===== config.mk =====
export PLATFORM = sky130hd
export DESIGN_NAME = ext_irq_detect
export DESIGN_NICKNAME = d
export VERILOG_FILES = /design/src/rtl/eirq_pkg.sv /design/src/rtl/eirq_sync.sv /design/src/rtl/eirq_chan.sv /design/src/rtl/eirq_flags.sv /design/src/rtl/eirq_nmi.sv /design/src/rtl/ext_irq_detect.sv
export SDC_FILE = /design/constraint.sdc
export NUM_CORES = 1
export LEC_CHECK = 0
export BUFFER_PORTS_ARGS = -buffer_cell sky130_fd_sc_hd__clkbuf_2
export CORE_UTILIZATION = 55
export CTS_CLUSTER_DIAMETER = 40
export DETAILED_ROUTE_END_ITERATION = 8
export GPL_TIMING_DRIVEN = 0
export PLACE_DENSITY = 0.9
export SYNTH_ARGS = -nofsm -noshare
export SYNTH_HDL_FRONTEND = slang
export SYNTH_SLANG_ARGS = --single-unit
export TNS_END_PERCENT = 30

===== constraint.sdc =====
create_clock -name clk -period 2.9 [get_ports clk]
set_input_delay 0.58 -clock clk [delete_from_list [all_inputs] [get_ports clk]]
set_output_delay 0.58 -clock clk [all_outputs]
set_load 0.005 [all_outputs]

===== src/rtl/eirq_pkg.sv =====
package eirq_pkg;
  typedef enum logic [1:0] {
    DET_LOW  = 2'b00,
    DET_HIGH = 2'b01,
    DET_RISE = 2'b10,
    DET_FALL = 2'b11
  } det_mode_e;

  localparam logic [1:0] SEL_MODE = 2'd0;
  localparam logic [1:0] SEL_FLAG = 2'd1;
  localparam logic [1:0] SEL_MASK = 2'd2;
endpackage


===== src/rtl/eirq_sync.sv =====
// Two-stage synchroniser for asynchronous pins.
module eirq_sync #(
  parameter int          W       = 1,
  parameter logic [W-1:0] RST_VAL = '1
) (
  input  logic         clk,
  input  logic         rst_n,
  input  logic [W-1:0] d,
  output logic [W-1:0] q
);
  logic [W-1:0] meta_q;

  always_ff @(posedge clk or negedge rst_n) begin
    if (!rst_n) begin
      meta_q <= RST_VAL;
      q      <= RST_VAL;
    end else begin
      meta_q <= d;
      q      <= meta_q;
    end
  end
endmodule


===== src/rtl/eirq_chan.sv =====
// One maskable channel: edge history and mode-selected detection.
module eirq_chan
  import eirq_pkg::*;
#(
  parameter logic RST_VAL = 1'b1
) (
  input  logic       clk,
  input  logic       rst_n,
  input  logic       pin_s,
  input  logic [1:0] mode,
  output logic       hit
);
  logic prev_q;

  // History follows the pin in every mode, so a mode write makes no edge.
  always_ff @(posedge clk or negedge rst_n) begin
    if (!rst_n) prev_q <= RST_VAL;
    else        prev_q <= pin_s;
  end

  always_comb begin
    unique case (det_mode_e'(mode))
      DET_LOW:  hit = ~pin_s;
      DET_HIGH: hit = pin_s;
      DET_RISE: hit = pin_s & ~prev_q;
      DET_FALL: hit = ~pin_s & prev_q;
      default:  hit = 1'b0;
    endcase
  end
endmodule


===== src/rtl/eirq_flags.sv =====
// Sticky request flags: write-zero-to-clear, detection wins.
module eirq_flags #(
  parameter int N = 4
) (
  input  logic         clk,
  input  logic         rst_n,
  input  logic [N-1:0] hit,
  input  logic         clr_en,
  input  logic [N-1:0] keep,
  output logic [N-1:0] flags
);
  logic [N-1:0] flags_d;

  always_comb begin
    flags_d = flags;
    if (clr_en) flags_d = flags_d & keep;
    flags_d = flags_d | hit;
  end

  always_ff @(posedge clk or negedge rst_n) begin
    if (!rst_n) flags <= '0;
    else        flags <= flags_d;
  end
endmodule


===== src/rtl/eirq_nmi.sv =====
// Non-maskable request: falling edge normally, low level in stop mode.
module eirq_nmi (
  input  logic clk,
  input  logic rst_n,
  input  logic nmi_s,
  input  logic stop_mode,
  input  logic ack,
  output logic hit,
  output logic req
);
  logic prev_q;
  logic req_d;

  always_ff @(posedge clk or negedge rst_n) begin
    if (!rst_n) prev_q <= 1'b1;
    else        prev_q <= nmi_s;
  end

  always_comb begin
    hit   = stop_mode ? ~nmi_s : (prev_q & ~nmi_s);
    req_d = (req & ~ack) | hit;
  end

  always_ff @(posedge clk or negedge rst_n) begin
    if (!rst_n) req <= 1'b0;
    else        req <= req_d;
  end
endmodule


===== src/rtl/ext_irq_detect.sv =====
module ext_irq_detect
  import eirq_pkg::*;
#(
  parameter int NCH = 4,
  localparam int MODE_W = 2 * NCH
) (
  input  logic              clk,
  input  logic              rst_n,
  input  logic              reg_wr,
  input  logic [1:0]        reg_sel,
  input  logic [MODE_W-1:0] reg_wdata,
  output logic [MODE_W-1:0] reg_rdata,
  input  logic [NCH-1:0]    irq_in,
  input  logic              nmi_n,
  input  logic              stop_mode,
  input  logic              nmi_ack,
  output logic              irq_out,
  output logic              nmi_req
);
  logic [MODE_W-1:0] mode_q, mode_d;
  logic [NCH-1:0]    enables, enables_d;
  logic [NCH-1:0]    irq_s;
  logic [NCH-1:0]    hits;
  logic [NCH-1:0]    flags;
  logic              nmi_s;
  logic              nmi_hit;
  logic              wr_mode, wr_flag, wr_mask;
  logic              unused_wdata;

  assign wr_mode = reg_wr && (reg_sel == SEL_MODE);
  assign wr_flag = reg_wr && (reg_sel == SEL_FLAG);
  assign wr_mask = reg_wr && (reg_sel == SEL_MASK);
  assign unused_wdata = ^reg_wdata[MODE_W-1:NCH];

  eirq_sync #(.W(NCH), .RST_VAL({NCH{1'b1}})) u_sync_irq (
    .clk(clk), .rst_n(rst_n), .d(irq_in), .q(irq_s)
  );

  eirq_sync #(.W(1), .RST_VAL(1'b1)) u_sync_nmi (
    .clk(clk), .rst_n(rst_n), .d(nmi_n), .q(nmi_s)
  );

  for (genvar c = 0; c < NCH; c++) begin : g_chan
    eirq_chan #(.RST_VAL(1'b1)) u_chan (
      .clk(clk), .rst_n(rst_n), .pin_s(irq_s[c]),
      .mode(mode_q[2*c+1 -: 2]), .hit(hits[c])
    );
  end

  eirq_flags #(.N(NCH)) u_flags (
    .clk(clk), .rst_n(rst_n), .hit(hits), .clr_en(wr_flag),
    .keep(reg_wdata[NCH-1:0]), .flags(flags)
  );

  eirq_nmi u_nmi (
    .clk(clk), .rst_n(rst_n), .nmi_s(nmi_s), .stop_mode(stop_mode),
    .ack(nmi_ack), .hit(nmi_hit), .req(nmi_req)
  );

  always_comb begin
    mode_d    = wr_mode ? reg_wdata : mode_q;
    enables_d = wr_mask ? reg_wdata[NCH-1:0] : enables;
  end

  always_ff @(posedge clk or negedge rst_n) begin
    if (!rst_n) begin
      mode_q  <= '0;
      enables <= '0;
    end else begin
      mode_q  <= mode_d;
      enables <= enables_d;
    end
  end

  always_comb begin
    unique case (reg_sel)
      SEL_MODE: reg_rdata = mode_q;
      SEL_FLAG: reg_rdata = {{(MODE_W-NCH){1'b0}}, flags};
      SEL_MASK: reg_rdata = {{(MODE_W-NCH){1'b0}}, enables};
      default:  reg_rdata = '0;
    endcase
  end

  assign irq_out = |(flags & enables);
endmodule


==> qor.txt, run 1 <==
crit-path max FO = 7
clock buffer depth = 2
Ports = 30
DR iter-0 viols = 17
area grow syn2layout = 18.5%
Setup Viol. Count Final = 0
final hold viol count = 0
initial antenna violation count = 0
sw power = 0.264 mW
top post-synthesis cells by count = dfrtp_1, dfstp_2, mux2_4, o21ai_0, nand2_1
leakage = 0.767 nW
sequential-to-total area share from yosys stat = 59.5%
Clock Root Buffer = clkbuf_4
power share of the clock group = 31.8%
syn nets = 121
row cnt = 17
largest net degree at the start of global routing = 33
Worst Hold Class = primary input to asynchronous set/reset pin
minimum clock period = 1.80 ns
Final Non-Filler Cells = 165
layout cell share with drive strength beyond 1 = 50.4%
Num CTS Buffers = 5
Slew @ Worst Pin = 0.774 ns
antenna cell count = 0
Critical R2R Capture = u_flags.flags[3]
ys async rst share = 100%
worst clock skew = 0.00852 ns
Post-Place Setup Slack = 1.11 ns
ys flop type = dfrtp_1
syn avg cell area = 13.6 sq um
total core area = 2280 sq um
setup TNS = 0 ns
Worst EP required = 2.32 ns
CP startpoint kind = primary input
Power Density = 642 nW/um^2
CP arrival = 1.22 ns
port bufs = 28
max-slew violation count = 0
Die Height = 52.0 um
worst reg2reg path depth = 3
post-CTS setup buffers = 0
TritonRoute pass-1 iters = 4
cell area after synthesis = 1380 sq um
normalized max-slew margin = 48.4%
synth unique cells = 24
WL final = 2420 um
vias in the first global route = 907
top post-synthesis cells by area = dfrtp_1, dfstp_2, mux2_4, o21ai_0, mux2i_1
ANT nets after route = 0
Flop pwr share = 52.8%
Placement Cell Area = 1550 sq um
R2R setup slack = 1.73 ns
most common cell in the netlist = dfrtp_1
Routed WL per cell = 14.7 um
outcome = finished, final reports clean
Die Area = 2710 sq um
RSZ-0062 raised after global routing = no
HPWL after detailed placement = 1750 um
gpl congestion = 0.739
Hold Buf Count CTS = 0
yosys warns = 0
global route total overflow = 0
Die W = 52.0 um
MaxCap Viol Count = 0
H-Tree Depth = 2
cell count after synthesis = 101
starting density of the core = 60.5%
crit path kind = primary input to output port
Skew-Pair Late Insertion Delay = 0.34 ns
cell internal pwr = 0.784 mW
Tot GR Track Use = 21.7%
fin crit share = 61.9%
switching share of power = 25.2%
clk sinks = 32
Synth area leader = dfrtp_1
top cell type's share of synthesized area = 30.9%
Placed Instances = 157
Reg clk slew, reported paths = 0.10 ns
DR DRC count = 0
Reg2Reg Launch Point = u_sync_irq.q[3]
worst-case vdd ir drop = 530 uV
Post-synth EDFFs = 0
Final #Nets = 156
crit end category = output port
final setup margin = 1.10 ns
post-CTS resize count = 0
first-pass GRT wire length = 4010 um
Tot Pwr = 1.05 mW
Comb pwr share = 15.5%
via count = 901
via/cell ratio = 5.46
#FFs+latches synth = 32
CTS tree = done
Fmax = 0.557 GHz
Final Cell Area = 1630 sq um
critical path: stages:
cell,delay [ns]
clkbuf_2,0.14
nor2b_4,0.21
nand2_1,0.06
o21ai_0,0.08
clkbuf_2,0.14
layout by cell type, fill, tap and decap left out, types with 2 or more instances in the layout:
| cell | Yosys | routed |
|---|---|---|
| clkbuf_4 | 0 | 5 |
| buf_6 | 2 | 2 |
| clkbuf_2 | 0 | 28 |
| and3_1 | 2 | 2 |
| nand2_1 | 5 | 5 |
| a22oi_1 | 2 | 2 |
| xor2_1 | 2 | 2 |
| nor3b_1 | 2 | 2 |
| nor3_1 | 2 | 2 |
| mux2i_1 | 4 | 4 |
| o211ai_1 | 2 | 2 |
| o21ai_0 | 12 | 12 |
| dfrtp_1 | 17 | 17 |
| nand2b_1 | 2 | 2 |
| mux2_4 | 12 | 12 |
| and3b_1 | 4 | 4 |
| nor2_1 | 3 | 3 |
| dfstp_2 | 15 | 15 |
| and2_1 | 4 | 4 |
| nand3b_1 | 3 | 3 |
flip-flops by register name, indices dropped and copies added, names as in the netlist:
| register | count |
|---|---|
| u_nmi.req | 1 |
| u_flags.flags | 4 |
| mode_q | 8 |
| enables | 4 |
| g_chan.u_chan.prev_q | 4 |
| u_sync_nmi.q | 1 |
| u_nmi.prev_q | 1 |
| u_sync_irq.meta_q | 4 |
| u_sync_irq.q | 4 |
| u_sync_nmi.meta_q | 1 |
power by group through the flow:
stage,Clock [mW],Sequential (mW),Combinational [mW]
after global placement,0,0.555,0.155
after detailed placement,0,0.560,0.163
final,0.333,0.553,0.162
after floorplan,0,0.545,0.110
after CTS,0.342,0.553,0.164
after global routing,0.357,0.561,0.180
layout make-up:
cell class / instances / area, sq um
buffer: 2 / 22.5
inverter: 1 / 3.75
sequential: 32 / 820
multi-input combinational: 66 / 532
timing repair buffer: 28 / 140
fill: 167 / 643
clock buffer: 5 / 37.5
tap: 28 / 35.0
clock inverter: 3 / 42.5
cells by family (layout without fill, tap and decap cells):
family / count (synthesis) / count (layout) / synth area share, %
AOI/OAI and AO/OA: 17 / 17 / 6.99
xor gates and xnor gates: 2 / 2 / 1.27
buffers and inverters: 3 / 39 / 1.91
DFF: 32 / 32 / 59.5
muxes: 16 / 16 / 16.0
and+or+nand+nor: 31 / 31 / 14.3
per-stage QoR:
stage	hold WS [ns]	util, %
CTS	0.295	71.7
detailed placement	0.349	68.2
global placement	0.345	68.2
global route	0.299	71.7
finish	0.304	71.7
floorplan	0.284	-
layer usage:
metal	share of wire [%]	wire length, um	vias up	track usage [%]
li1	-	-	425	-
met1	41	1000	438	24.4
met2	51	1220	28	36.8
met3	4.8	116	10	4.39
met4	3.3	79	0	14.9
met5	0	0	-	0
worst max path at each step:
| stage | end | slack, ns | cells after the start | startpoint |
|---|---|---|---|---|
| 3_5_place_dp | reg_rdata[1] | 1.11 | 5 | reg_sel[1] |
| 6_report | reg_rdata[1] | 1.10 | 5 | reg_sel[1] |
| 5_1_grt | reg_rdata[1] | 1.00 | 5 | reg_sel[1] |
| 2_1_floorplan | reg_rdata[2] | 1.33 | 3 | reg_sel[0] |
| 4_1_cts | reg_rdata[1] | 1.11 | 5 | reg_sel[1] |
| 3_3_place_gp | reg_rdata[2] | 1.12 | 5 | reg_sel[1] |
Note: power is estimated with default switching activity, not from simulation.
==> run 2, diff against run 1 <==
CORE_UTILIZATION = 52   (was 55)
PLACE_DENSITY = 0.86   (was 0.9)
clock period = 1.7 ns   (was 2.9 ns; I/O delays follow)
==> run 2 against run 1 <==
Net effect: critical path depth shrank 2; utilization shrank 6.8 points; combinational power grew 69%; clock-buffer cell count grew 3; sequential cell count is the same; global-route usage shrank 1.5 points; register-to-register slack lost 1.1 ns; sequential share of layout area grew 0.27 points; highest routed layer unchanged; cell count grew 1.2%; clock skew grew 0.0076 ns; worst setup slack lost 0.95 ns; non-clock buffer count is the same.
==> qor.txt, run 2 (synthesized netlist as in run 1, its figures left out) <==
outcome = finished, final reports clean
commonest non-fill, non-tap cell in the layout = clkbuf_2
Crit-path slowest cell = dfrtp_1
Setup Viol. Count Final = 0 (unchanged)
H-Tree Depth = 2 (unchanged)
post-CTS setup buffers = 0 (unchanged)
critical-path cell list = mux2i_1 > o21ai_0 > clkbuf_2
crit end category = output port
Final Cell Area = 1620 sq um (-0.54%)
TritonRoute pass-1 iters = 4 (unchanged)
Min Hold Slack = 0.0580 ns (-0.246 ns)
MaxCap Viol Count = 0 (unchanged)
DR iter-0 viols = 19 (+2)
fill count = 202 (+21%)
worst clock skew = 0.0161 ns (+0.00760 ns)
clock buffer depth = 2 (unchanged)
minimum clock period = 1.54 ns
Worst EP required = 1.36 ns (-0.96 ns)
Top reg by flops = mode_q
Num CTS Buffers = 5 (unchanged)
leakage = 0.764 nW (-0.34%)
largest net degree at the start of global routing = 33 (unchanged)
worst path buffer plus inverter count = 1 (-1)
fin crit share = 90.8%
via count = 890 (-1.2%)
normalized max-slew margin = 49.9% (+1.5 points)
area grow syn2layout = 17.9%
Reg2Reg Launch Point = u_sync_irq.q[1]
Tot GR Track Use = 20.2% (-1.5 points)
max FFs per register = 8 (unchanged)
via/cell ratio = 5.33 (-2.4%)
setup TNS = 0 ns (unchanged)
Reg clk slew, reported paths = 0.10 ns (about the same)
crit-path max FO = 5 (-2)
Final #Nets = 156 (unchanged)
port bufs = 28 (unchanged)
Clock Root Buffer = clkbuf_4
crit path kind = flip-flop to output port
worst reg2reg path depth = 3 (unchanged)
Slew @ Worst Pin = 0.751 ns (-0.0229 ns)
starting density of the core = 55.1% (-5.4 points)
HPWL after detailed placement = 1680 um (-4.0%)
CP delay by family, top = flip-flops
R2R setup slack = 0.61 ns (-1.12 ns)
RSZ-0062 raised after global routing = no
Routed WL per cell = 13.5 um (-7.7%)
worst-case vdd ir drop = 754 uV (+42%)
vias in the first global route = 861 (-5.1%)
global route total overflow = 0 (unchanged)
Ports = 30 (unchanged)
Tot Pwr = 1.69 mW (+61%)
CP arrival = 1.20 ns (-0.02 ns)
Critical R2R Capture = u_flags.flags[1]
first-pass GRT wire length = 3850 um (-3.9%)
ANT nets after route = 0 (unchanged)
total core area = 2500 sq um (+9.8%)
post-CTS resize count = 0 (unchanged)
final hold viol count = 0 (unchanged)
row cnt = 18 (+1)
Hold Buf Count CTS = 0 (unchanged)
Placement Cell Area = 1560 sq um (+0.16%)
Fmax = 0.648 GHz
DR DRC count = 0 (unchanged)
Die W = 53.5 um (+2.7%)
WL final = 2260 um (-6.6%)
CP startpoint kind = flip-flop
crit path from = mode_q[2]
CTS tree = done
max-slew violation count = 0 (unchanged)
CP peak stage delay = 0.46 ns (+0.25 ns)
Skew-Pair Late Insertion Delay = 0.33 ns (about the same)
most frequent cells in the layout = clkbuf_2, dfrtp_1, dfstp_2
Die Height = 53.5 um (+2.7%)
Die Area = 2860 sq um (+5.6%)
Power Density = 1040 nW/um^2 (+62%)
clk sinks = 32 (unchanged)
layout cell share with drive strength beyond 1 = 49.6% (-0.73 points)
gpl congestion = 0.786 (+6.4%)
initial antenna violation count = 0 (unchanged)
Worst Hold Class = primary input to asynchronous set/reset pin
antenna cell count = 0 (unchanged)
==> run 2: cell types whose count changed in the layout (fill, tap and decap cells not counted) <==
cell and change:
clkinvlp_4 -1, bufinv_16 -1, clkinv_2 -1, clkbuf_8 +2, clkbuf_1 +1
==> run 2: area by class of cell <==
type / count / area (sq um) / share of cell area, %
clock buffer: 8 / 68.8 / 4.24
inverter: 1 / 3.75 / 0.231
buffer: 2 / 22.5 / 1.39
timing repair buffer: 28 / 140 / 8.63
tap: 30 / 37.5 / 2.31
sequential: 32 / 820 / 50.5
multi-input combinational: 66 / 532 / 32.7
==> run 2: how the worst max path moves through the flow <==
stage | endpoint | slack [ns] | cells past startpoint
6_report | reg_rdata[2] | 0.16 | 3
3_3_place_gp | mode_q[1] | 0.23 | 5
5_1_grt | reg_rdata[2] | 0.01 | 3
2_1_floorplan | mode_q[0] | 0.42 | 5
3_5_place_dp | mode_q[4] | 0.21 | 5
4_1_cts | reg_rdata[2] | 0.12 | 3
==> run 2: metrics by stage <==
stage	std cells	setup WS [ns]	util, %
2_1_floorplan	101	0.420	-
3_3_place_gp	159	0.235	62.2
3_5_place_dp	159	0.211	62.2
4_1_cts	167	0.124	65.0
5_1_grt	167	0.0122	65.0
6_report	167	0.157	65.0
==> run 2: where the power goes <==
group	internal, mW	switching [mW]
clock	0.243	0.233
combinational	0.170	0.103
sequential	0.862	0.0808
==> run 2: layer usage <==
layer | global-route usage [%] | up-vias | routed length (um)
met1 | 22.6 | 440 | 966
li1 | - | 424 | -
met4 | 6.58 | 0 | 21
met5 | 0 | - | 0
met3 | 7.76 | 2 | 133
met2 | 34.8 | 24 | 1140
==> run 3, diff against run 2 <==
BUFFER_PORTS_ARGS = -buffer_cell sky130_fd_sc_hd__buf_2   (was -buffer_cell sky130_fd_sc_hd__clkbuf_2)
GPL_TIMING_DRIVEN = default   (was 0)
HOLD_SLACK_MARGIN = 0.06   (was default)
==> run 3 against run 2 <==
Net effect: worst setup slack improved by 0.0051 ns; highest routed layer unchanged; worst hold slack improved by 0.039 ns; largest cell class unchanged; sequential power barely moved; critical path depth did not move; critical path type unchanged; clock power rose by 17%; combinational power barely moved; non-clock buffer count did not move; first-iteration DRC count fell by 16%.
==> qor.txt, run 3 (synthesized netlist as in run 1, its figures left out) <==
final hold viol count = 0 (unchanged)
Final #Nets = 156 (unchanged)
Post-Place Setup Slack = 0.276 ns (+0.0651 ns)
MaxCap Viol Count = 0 (unchanged)
Clock Root Buffer = clkbuf_4
final setup margin = 0.162 ns (+0.00514 ns)
Placement Cell Area = 1540 sq um (-1.1%)
worst path buffer plus inverter count = 1 (unchanged)
max-slew violation count = 0 (unchanged)
Skew-Pair Late Insertion Delay = 0.33 ns (about the same)
WL final = 2340 um (+3.5%)
RSZ-0062 raised after global routing = no
Slew @ Worst Pin = 0.669 ns (-0.0820 ns)
largest net degree at the start of global routing = 33 (unchanged)
Worst EP required = 1.36 ns (about the same)
via count = 903 (+1.5%)
Num CTS Buffers = 5 (unchanged)
CP arrival = 1.20 ns (about the same)
via/cell ratio = 5.41 (+1.5%)
crit-path max FO = 5 (unchanged)
Final Non-Filler Cells = 167 (unchanged)
leakage = 0.761 nW (-0.41%)
starting density of the core = 55.1% (unchanged)
layout cell share with drive strength beyond 1 = 48.9% (-0.73 points)
row cnt = 18 (unchanged)
post-CTS setup buffers = 0 (unchanged)
clock buffer depth = 2 (unchanged)
Ports = 30 (unchanged)
H-Tree Depth = 2 (unchanged)
R2R setup slack = 0.58 ns (-0.03 ns)
worst-case vdd ir drop = 786 uV (+4.2%)
Reg clk slew, reported paths = 0.10 ns (about the same)
fin crit share = 90.5% (-0.30 points)
Min Hold Slack = 0.0969 ns (+0.0388 ns)
outcome = finished, final reports clean
global route total overflow = 0 (unchanged)
Crit-path slowest cell = dfrtp_1
Tot GR Track Use = 19.1% (-1.1 points)
setup TNS = 0 ns (unchanged)
TritonRoute pass-1 iters = 4 (unchanged)
Power Density = 1090 nW/um^2 (+4.7%)
gpl congestion = 0.770 (-2.0%)
vias in the first global route = 884 (+2.7%)
DR DRC count = 0 (unchanged)
Die Area = 2860 sq um (unchanged)
total core area = 2500 sq um (unchanged)
port bufs = 29 (+3.6%)
CP startpoint kind = flip-flop
post-CTS resize count = 0 (unchanged)
Final Cell Area = 1620 sq um (unchanged)
critical-path cell list = mux2i_1 > o21ai_0 > buf_2
crit path kind = flip-flop to output port
area grow syn2layout = 17.9% (unchanged)
Routed WL per cell = 14.0 um (+3.5%)
commonest non-fill, non-tap cell in the layout = buf_2
worst clock skew = 0.00809 ns (-0.00803 ns)
max FFs per register = 8 (unchanged)
Placed Instances = 158 (-0.63%)
first-pass GRT wire length = 3710 um (-3.6%)
most frequent cells in the layout = buf_2, dfrtp_1, dfstp_2
fill count = 197 (-2.5%)
crit end category = output port
CP peak stage delay = 0.45 ns (about the same)
ANT nets after route = 0 (unchanged)
clk sinks = 32 (unchanged)
Die Height = 53.5 um (unchanged)
Top reg by flops = mode_q
HPWL after detailed placement = 1730 um (+3.5%)
normalized max-slew margin = 55.4% (+5.5 points)
CTS tree = done
DR iter-0 viols = 16 (-3)
Worst Hold Class = primary input to flip-flop
Fmax = 0.650 GHz (+0.33%)
CP delay by family, top = flip-flops
antenna cell count = 0 (unchanged)
initial antenna violation count = 0 (unchanged)
Die W = 53.5 um (unchanged)
Setup Viol. Count Final = 0 (unchanged)
minimum clock period = 1.54 ns (-0.00514 ns)
run 3: cell count changes in the layout (fill, tap and decap cells not counted), sizes merged:
cell and change:
buf +27, dlygate4sd3 +1, bufinv +1, clkbuf -30, clkinv +1
run 3: stage by stage:
step	total power, mW	utilization [%]
global placement	1.21	61.5
CTS	1.80	65.0
floorplan	1.12	-
detailed placement	1.23	61.5
finish	1.77	65.0
global route	1.87	65.0
run 3: worst paths after layout:
kind / startpoint / endpoint / depth (start not counted)
worst max-delay path: mode_q[2] / reg_rdata[2] / 3
worst min-delay path: irq_in[0] / u_sync_irq.meta_q[0] / 1
worst max register to register: u_sync_irq.q[1] / u_flags.flags[1] / 3
worst min register to register: u_sync_irq.meta_q[0] / u_sync_irq.q[0] / 0
max in group asynchronous: rst_n / mode_q[3] / 2
min in group asynchronous: rst_n / mode_q[0] / 2
run 3: per-layer routing:
| layer | up-vias | global-route usage, % | wire, um |
|---|---|---|---|
| met2 | 23 | 32.1 | 1190 |
| met5 | - | 0 | 0 |
| li1 | 422 | - | - |
| met3 | 2 | 6.90 | 98 |
| met1 | 456 | 21.8 | 1020 |
| met4 | 0 | 7.89 | 33 |
run 3: worst register-to-register path: stages, from the launching register on:
cell,delay [ns]
dfstp_2,0.57
and3b_1,0.17
o21ai_0,0.15
o211ai_1,0.11
run 3: area by class of cell:
class | instances | area [sq um] | area share, %
clock inverter | 2 | 35.0 | 2.16
tap | 30 | 37.5 | 2.31
timing repair buffer | 30 | 155 | 9.55
inverter | 1 | 3.75 | 0.231
clock buffer | 6 | 41.3 | 2.54
multi-input combinational | 66 | 532 | 32.7
sequential | 32 | 820 | 50.5
run 3: timing repair:
item	4_1_cts	5_1_grt
endpoints found under the setup margin	0	0
endpoints found under the hold margin	17	0
hold buffers	1	0
run 3: power by group:
part           leakage, nW  switching [mW]  internal [mW]
registers            0.348          0.0832          0.862
clock network       0.0422           0.248          0.308
logic                0.371           0.103          0.168
total                0.761           0.434           1.34
